$ cat config.mk
export PLATFORM = sky130hd
export DESIGN_NAME = int_alu
export DESIGN_NICKNAME = d
export VERILOG_FILES = /design/src/rtl/int_alu_pkg.sv /design/src/rtl/int_alu_cla_adder.sv /design/src/rtl/int_alu_logic.sv /design/src/rtl/int_alu_flags.sv /design/src/rtl/int_alu.sv
export SDC_FILE = /design/constraint.sdc
export NUM_CORES = 1
export LEC_CHECK = 0
export BUFFER_PORTS_ARGS = -buffer_cell sky130_fd_sc_hd__buf_4
export CORE_UTILIZATION = 56
export DETAILED_ROUTE_END_ITERATION = 7
export PLACE_DENSITY = 0.92
export SETUP_SLACK_MARGIN = 0.15
export SYNTH_ARGS = -nofsm -noshare
export SYNTH_HDL_FRONTEND = slang
export SYNTH_SLANG_ARGS = --single-unit
$ cat constraint.sdc
create_clock -name vclk -period 15.65
set_input_delay 0.7825 -clock vclk [all_inputs]
set_output_delay 0.7825 -clock vclk [all_outputs]
set_load 0.01 [all_outputs]
$ cat src/rtl/int_alu_pkg.sv
package int_alu_pkg;
  localparam logic [2:0] OP_AND = 3'b000;
  localparam logic [2:0] OP_OR  = 3'b001;
  localparam logic [2:0] OP_ADD = 3'b010;
  localparam logic [2:0] OP_SUB = 3'b110;
  localparam logic [2:0] OP_SLT = 3'b111;
endpackage

$ cat src/rtl/int_alu_cla_adder.sv
module int_alu_cla_adder #(
  parameter int WIDTH = 32,
  parameter int GROUP = 4
) (
  input  logic [WIDTH-1:0] a_i,
  input  logic [WIDTH-1:0] b_i,
  input  logic             cin_i,
  output logic [WIDTH-1:0] sum_o,
  output logic             cout_o,
  output logic             ovf_o
);
  localparam int NGRP = WIDTH / GROUP;

  logic [NGRP:0]   grp_c;
  logic [NGRP-1:0] msb_cin;

  assign grp_c[0] = cin_i;

  for (genvar gi = 0; gi < NGRP; gi++) begin : gen_grp
    localparam int BASE = gi * GROUP;
    logic [GROUP-1:0] gen, prop;
    logic [GROUP:0]   lc;
    logic             grp_g, grp_p;

    assign gen  = a_i[BASE +: GROUP] & b_i[BASE +: GROUP];
    assign prop = a_i[BASE +: GROUP] ^ b_i[BASE +: GROUP];

    always_comb begin
      lc[0] = grp_c[gi];
      for (int k = 0; k < GROUP; k++) lc[k+1] = gen[k] | (prop[k] & lc[k]);
    end

    // group generate/propagate for the inter-group carry
    always_comb begin
      grp_g = 1'b0;
      grp_p = 1'b1;
      for (int k = 0; k < GROUP; k++) begin
        grp_g = gen[k] | (prop[k] & grp_g);
        grp_p = grp_p & prop[k];
      end
    end

    assign grp_c[gi+1]        = grp_g | (grp_p & grp_c[gi]);
    assign sum_o[BASE +: GROUP] = prop ^ lc[GROUP-1:0];
    assign msb_cin[gi]        = lc[GROUP-1];
  end

  assign cout_o = grp_c[NGRP];
  assign ovf_o  = cout_o ^ msb_cin[NGRP-1];

  always_comb begin
    AST_SUM_ARITH: assert ({cout_o, sum_o} == ({1'b0, a_i} + {1'b0, b_i} + {{WIDTH{1'b0}}, cin_i}));
    AST_OVF_SIGN: assert (ovf_o == ((a_i[WIDTH-1] == b_i[WIDTH-1]) && (sum_o[WIDTH-1] != a_i[WIDTH-1])));
  end
endmodule

$ cat src/rtl/int_alu_logic.sv
module int_alu_logic #(
  parameter int WIDTH = 32
) (
  input  logic [WIDTH-1:0] a_i,
  input  logic [WIDTH-1:0] b_i,
  input  logic             sel_or_i,
  output logic [WIDTH-1:0] res_o
);
  for (genvar i = 0; i < WIDTH; i++) begin : gen_bit
    assign res_o[i] = sel_or_i ? (a_i[i] | b_i[i]) : (a_i[i] & b_i[i]);
  end
endmodule

$ cat src/rtl/int_alu_flags.sv
module int_alu_flags #(
  parameter int WIDTH = 32
) (
  input  logic [WIDTH-1:0] result_i,
  input  logic             diff_msb_i,
  input  logic             diff_ovf_i,
  output logic             zero_o,
  output logic             less_o
);
  assign zero_o = ~|result_i;
  // sign corrected by overflow keeps signed compare exact when the difference wraps
  assign less_o = diff_msb_i ^ diff_ovf_i;
endmodule

$ cat src/rtl/int_alu.sv
module int_alu
  import int_alu_pkg::*;
#(
  parameter int WIDTH = 32,
  parameter int GROUP = 4
) (
  input  logic [WIDTH-1:0] a_i,
  input  logic [WIDTH-1:0] b_i,
  input  logic [2:0]       op_i,
  output logic [WIDTH-1:0] result_o,
  output logic             zero_o,
  output logic             overflow_o,
  output logic             carry_o
);
  logic             sub_mode, arith;
  logic [WIDTH-1:0] b_eff, sum, logic_res;
  logic             add_cout, add_ovf, less;

  assign sub_mode = (op_i == OP_SUB) || (op_i == OP_SLT);
  assign arith    = (op_i == OP_ADD) || (op_i == OP_SUB);
  assign b_eff    = sub_mode ? ~b_i : b_i;

  int_alu_cla_adder #(.WIDTH(WIDTH), .GROUP(GROUP)) adder_i (
    .a_i    (a_i),
    .b_i    (b_eff),
    .cin_i  (sub_mode),
    .sum_o  (sum),
    .cout_o (add_cout),
    .ovf_o  (add_ovf)
  );

  int_alu_logic #(.WIDTH(WIDTH)) logic_i (
    .a_i      (a_i),
    .b_i      (b_i),
    .sel_or_i (op_i[0]),
    .res_o    (logic_res)
  );

  int_alu_flags #(.WIDTH(WIDTH)) flags_i (
    .result_i   (result_o),
    .diff_msb_i (sum[WIDTH-1]),
    .diff_ovf_i (add_ovf),
    .zero_o     (zero_o),
    .less_o     (less)
  );

  always_comb begin
    unique case (op_i)
      OP_AND, OP_OR:   result_o = logic_res;
      OP_ADD, OP_SUB:  result_o = sum;
      OP_SLT:          result_o = {{(WIDTH-1){1'b0}}, less};
      default:         result_o = '0;
    endcase
  end

  assign overflow_o = arith & add_ovf;
  assign carry_o    = arith & add_cout;

  always_comb begin
    if (op_i == OP_SLT) begin
      AST_SLT_UPPER: assert (result_o[WIDTH-1:1] == '0);
    end
    if (!arith) begin
      AST_QUIET_FLAGS: assert (!overflow_o && !carry_o);
    end
    if (op_i == 3'b011 || op_i == 3'b100 || op_i == 3'b101) begin
      AST_UNUSED_ZERO: assert (result_o == '0 && zero_o);
    end
    AST_ZERO_FLAG: assert (zero_o == (result_o == '0));
  end
endmodule

# Word-level counts from Yosys, hierarchy flattened
# Cells that the tools add are included.
# totals
input_bits	67
elab_cells	274
reg_bits	0
out_inout_bits	35
# op_classes
bitwise_logic	229
n_mux	34
n_reduce_logical	7
eq_ne	4
# ops
cell	n
$and A1 B1 Y1	114
$pmux W32 S3	1
$or A1 B1 Y1	88
$xor A4 B4 Y4	16
$and A4 B4 Y4	8
$mux W1	32
$mux W32	1
$not A32 Y32	1
$reduce_or A32 Y1	1
$eq A3 B3 Y1 const B	2
$reduce_or A2 Y1	2
$eq A3 B1 Y1 const B	1
$eq A3 B2 Y1 const B	1
$logic_not A3 Y1	1
$logic_or A1 B1 Y1	2
$xor A1 B1 Y1	2
$logic_not A1 Y1	1

# Depth between registers and ports, before layout
# depth
depth_word	34
mapped_depth	20

# By module
# A second synthesis with hierarchy kept.
# unflattened
cells_unflattened	268
area_unflattened_um2	2577.5
# by_module_without_submodules
module	instances	area_per_inst_um2	cells_per_inst
int_alu_cla_adder	1	1400.1	138
int_alu	1	704.4	83
int_alu_logic	1	391.6	35
int_alu_flags	1	81.3	12

# Worst setup path before layout
# OpenSTA, ideal clock, no wires.
# synth_path
kind	input to output
startpoint	in op_i[1]
endpoint	out zero_o
cell_stages	20
setup_slack_ps	8846
path_buffers	1
arrival_time_ps	6022
path_cell_list	nand2_1 buf_1 xnor2_1 ha_1 and4_1 and2_1 a211o_1 a21o_1 a21oi_1 a21oi_1 or2_2 fa_1 fa_1 fa_1 xnor2_1 o22ai_1 nor4_1 nand4_1 or4_1 a211oi_1
# synth_lines
item	line_no	text
start, declared	int_alu.sv:9	input logic [2:0] op_i,
$eq A3 B3 Y1	int_alu.sv:19, int_alu.sv:48	
$logic_or A1 B1 Y1	int_alu.sv:19	assign sub_mode = (op_i == OP_SUB) || (op_i == OP_SLT);
$mux W32	int_alu.sv:21	assign b_eff = sub_mode ? ~b_i : b_i;
$xor A4 B4 Y4 / $and A4 B4 Y4 (equally long branches)	int_alu_cla_adder.sv:26, int_alu_cla_adder.sv:25	
$and A1 B1 Y1	int_alu_cla_adder.sv:38	grp_g = gen[k] | (prop[k] & grp_g);
$or A1 B1 Y1	int_alu_cla_adder.sv:38	
$and A1 B1 Y1	int_alu_cla_adder.sv:38	
$or A1 B1 Y1	int_alu_cla_adder.sv:38	
[... 16 more ...]	n/a	
$or A1 B1 Y1	int_alu_cla_adder.sv:30	for (int k = 0; k < GROUP; k++) lc[k+1] = gen[k] | (prop[k] & lc[k]);
$and A1 B1 Y1	int_alu_cla_adder.sv:30	
$or A1 B1 Y1	int_alu_cla_adder.sv:30	
$xor A4 B4 Y4	int_alu_cla_adder.sv:44	assign sum_o[BASE +: GROUP] = prop ^ lc[GROUP-1:0];
$pmux W32 S3 (*)	int_alu.sv:48	unique case (op_i)
named net result_o[27]	int_alu.sv:10	output logic [WIDTH-1:0] result_o,
$reduce_or A32 Y1 (*)	int_alu_flags.sv:10	assign zero_o = ~|result_i;
$logic_not A1 Y1 (*)	int_alu_flags.sv:10	
end, declared	int_alu.sv:11	output logic zero_o,
# The timed path passes the listed nets; every way through them passes the cells marked *.

# Worst setup path in the final report
# layout_path
startpoint	in op_i[1]
endpoint	out zero_o
# layout_via
elab_chain_cells	34
# layout_lines
item	line_no	text
$eq A3 B3 Y1	int_alu.sv:19, int_alu.sv:48	
$logic_or A1 B1 Y1	int_alu.sv:19	
$mux W32	int_alu.sv:21	
$xor A4 B4 Y4 / $and A4 B4 Y4 (equally long branches)	int_alu_cla_adder.sv:26, int_alu_cla_adder.sv:25	
$and A1 B1 Y1	int_alu_cla_adder.sv:38	
$or A1 B1 Y1	int_alu_cla_adder.sv:38	
$and A1 B1 Y1	int_alu_cla_adder.sv:38	
$or A1 B1 Y1	int_alu_cla_adder.sv:38	
[... 18 more ...]	n/a	
$or A1 B1 Y1	int_alu_cla_adder.sv:30	
$and A1 B1 Y1	int_alu_cla_adder.sv:30	
$or A1 B1 Y1	int_alu_cla_adder.sv:30	
$xor A4 B4 Y4 / $xor A1 B1 Y1 (equally long branches)	int_alu_cla_adder.sv:44, int_alu_cla_adder.sv:49	
$xor A1 B1 Y1	int_alu_flags.sv:12	assign less_o = diff_msb_i ^ diff_ovf_i;
$pmux W32 S3 (*)	int_alu.sv:48	
$reduce_or A32 Y1 (*)	int_alu_flags.sv:10	
$logic_not A1 Y1 (*)	int_alu_flags.sv:10	
# Every way passes the cells marked *; elsewhere a longest branch is shown, timed or not.

==> out/qor.yml <==
synthesis:
  syn_inst: 284
  avgSynthCellArea_um2: 8.78
  ys_types: 41
  syn_nets: 408
  yosysSeqAreaShare_pct: 0
  synth_area_um2: 2490
  yosysWarningCount: 0
floorplanning:
  die_area_um2: 4720
  num_io_pins: 102
  start_util_pct: 60.1
  rows: 23
  dieHeight_um: 68.7
  core_um2: 4140
  die_w_um: 68.7
job:
  max-cap-violations: 0
timing:
  worstMarginPinSlew_ns: 0.999
  setup_tns_ns: 0
  finalSetupViolations: 0
  slew_headroom_pct: 33.1
  finalCritPeriodShare_pct: 48.3
  slew_violations: 0
  fin_crit_ns: 7.56
  hold_viol_final: 0
  max_freq_ghz: 0.132
  rsz0062_at_grt: "no"
clocking:
  cts_hold_buf: 0
  post_cts_resized: 0
  post_cts_buffers: 0
worst_setup_path:
  cp_data_required_time_ns: 14.87
  worst-path-max-fanout: 34
  cp.arrival_ns: 6.78
  start_kind: "input pin"
  end_kind: "output pin"
  critical_path_class: "input pin to output pin"
status:
  status: "completed"
power:
  ir_worst_vdd_uv: 25.8
  p_per_area_nw_per_um2: 47.8
  p_leak_nw: 1.49
finish:
  layout_commonest_cell: "buf_4"
  layout_common_cells: "buf_4 (103), xnor2_1 (39), ha_1 (34), a22o_1 (23), fa_1 (23)"
  area_growth_pct: 30.0
  fillCellCount: 324
  antenna_cells: 0
  fin_area_um2: 3240
  nClkBuffers: 0
  drive_gt1_share_pct: 31.1
  seq_cell_count: 0
  nNetsFinal: 499
  fin_util_pct: 78.2
  regArea_um2: 0
place:
  io_buffers: 102
  dp_hpwl_um: 6040
  gp_congestion: 0.914
  placed_area_um2: 3240
grt:
  antenna_found_initial: 0
  grt_first_pass_wirelength_um: 11200
  grt_overflow_total: 0
  track_usage_pct: 31.3
  grt_max_degree: 40
  first_global_vias: 2520
routing:
  ant_nets: 0
  vias: 2616
  drt_iter0_markers: 138
  wirelength_um: 7380
  drc: 0
  avgRoutedWirePerCell_um: 17.4
  drt_pass1_iterations: 4
  via_per_inst: 6.18
worst_hold_path:
  holdCritPathClass: "input pin to output pin"
==> cell usage after synthesis (8+ instances only) <==
| library cell | n | share of area (%) |
|---|---|---|
| nand2_1 | 13 | 2.0 |
| ha_1 | 34 | 17 |
| o22ai_1 | 8 | 2.0 |
| a21oi_1 | 22 | 4.4 |
| xnor2_1 | 39 | 14 |
| a21o_1 | 9 | 2.7 |
| maj3_2 | 10 | 4.5 |
| a22o_1 | 23 | 8.1 |
| fa_1 | 23 | 18 |
| maj3_1 | 13 | 5.2 |
| inv_1 | 8 | 1.2 |
| o21ai_0 | 18 | 3.6 |
==> layer usage <==
layer	up-vias	routed length, um	track usage (%)
met5	-	0	0
li1	1245	-	-
met1	1248	3010	37.8
met3	15	455	2.80
met4	0	102	6.63
met2	108	3810	59.7
==> cell families after synthesis <==
logic type      synth area share [%]
compound gates                  24.1
xor+xnor                        14.1
fa+ha+maj                       45.3
buf+inv                         4.97
mux                            0.402
simple gates                    11.1
==> layout make-up <==
class                      instances  area, um^2  area share (%)
tap                               50        62.6            1.93
timing repair buffer             103         773            23.9
inverter                           8        30.0           0.927
multi-input combinational        262        2370            73.3
==> power breakdown <==
part / total [mW] / internal [mW] / switching, mW
registers: 0 / 0 / 0
logic: 0.155 / 0.0758 / 0.0791
clock network: 0 / 0 / 0
==> per-stage QoR <==
stage | hold slack, ns | power, mW | worst slack, ns | instances
floorplan | 1.76 | 0.0951 | 8.85 | 284
global placement | 2.04 | 0.147 | 8.33 | 423
detailed placement | 2.03 | 0.153 | 8.15 | 423
CTS | 2.04 | 0.154 | 8.13 | 423
global route | 2.06 | 0.170 | 7.75 | 423
finish | 2.04 | 0.155 | 8.09 | 423
==> critical path, cell delays in order <==
cell      delay (ns)
buf_4           0.12
nand2_2         0.57
xnor2_1         0.54
ha_1            0.31
and4_1          0.21
and2_1          0.17
a211o_1         0.33
a21o_1          0.22
a21oi_1         0.23
a21oi_1         0.10
or2_2           0.29
fa_1            0.42
fa_1            0.43
fa_1            0.43
xnor2_1         0.15
o22ai_1         0.12
nor4_1          0.21
nand4_1         0.12
or4_1           0.58
a211oi_1        0.27
buf_4           0.17
==> final timing paths <==
kind                     from      to  cells past startpoint
worst max-delay path  op_i[1]  zero_o                     21
worst min-delay path  op_i[1]  zero_o                      4
(Power assumes the default switching activity.)
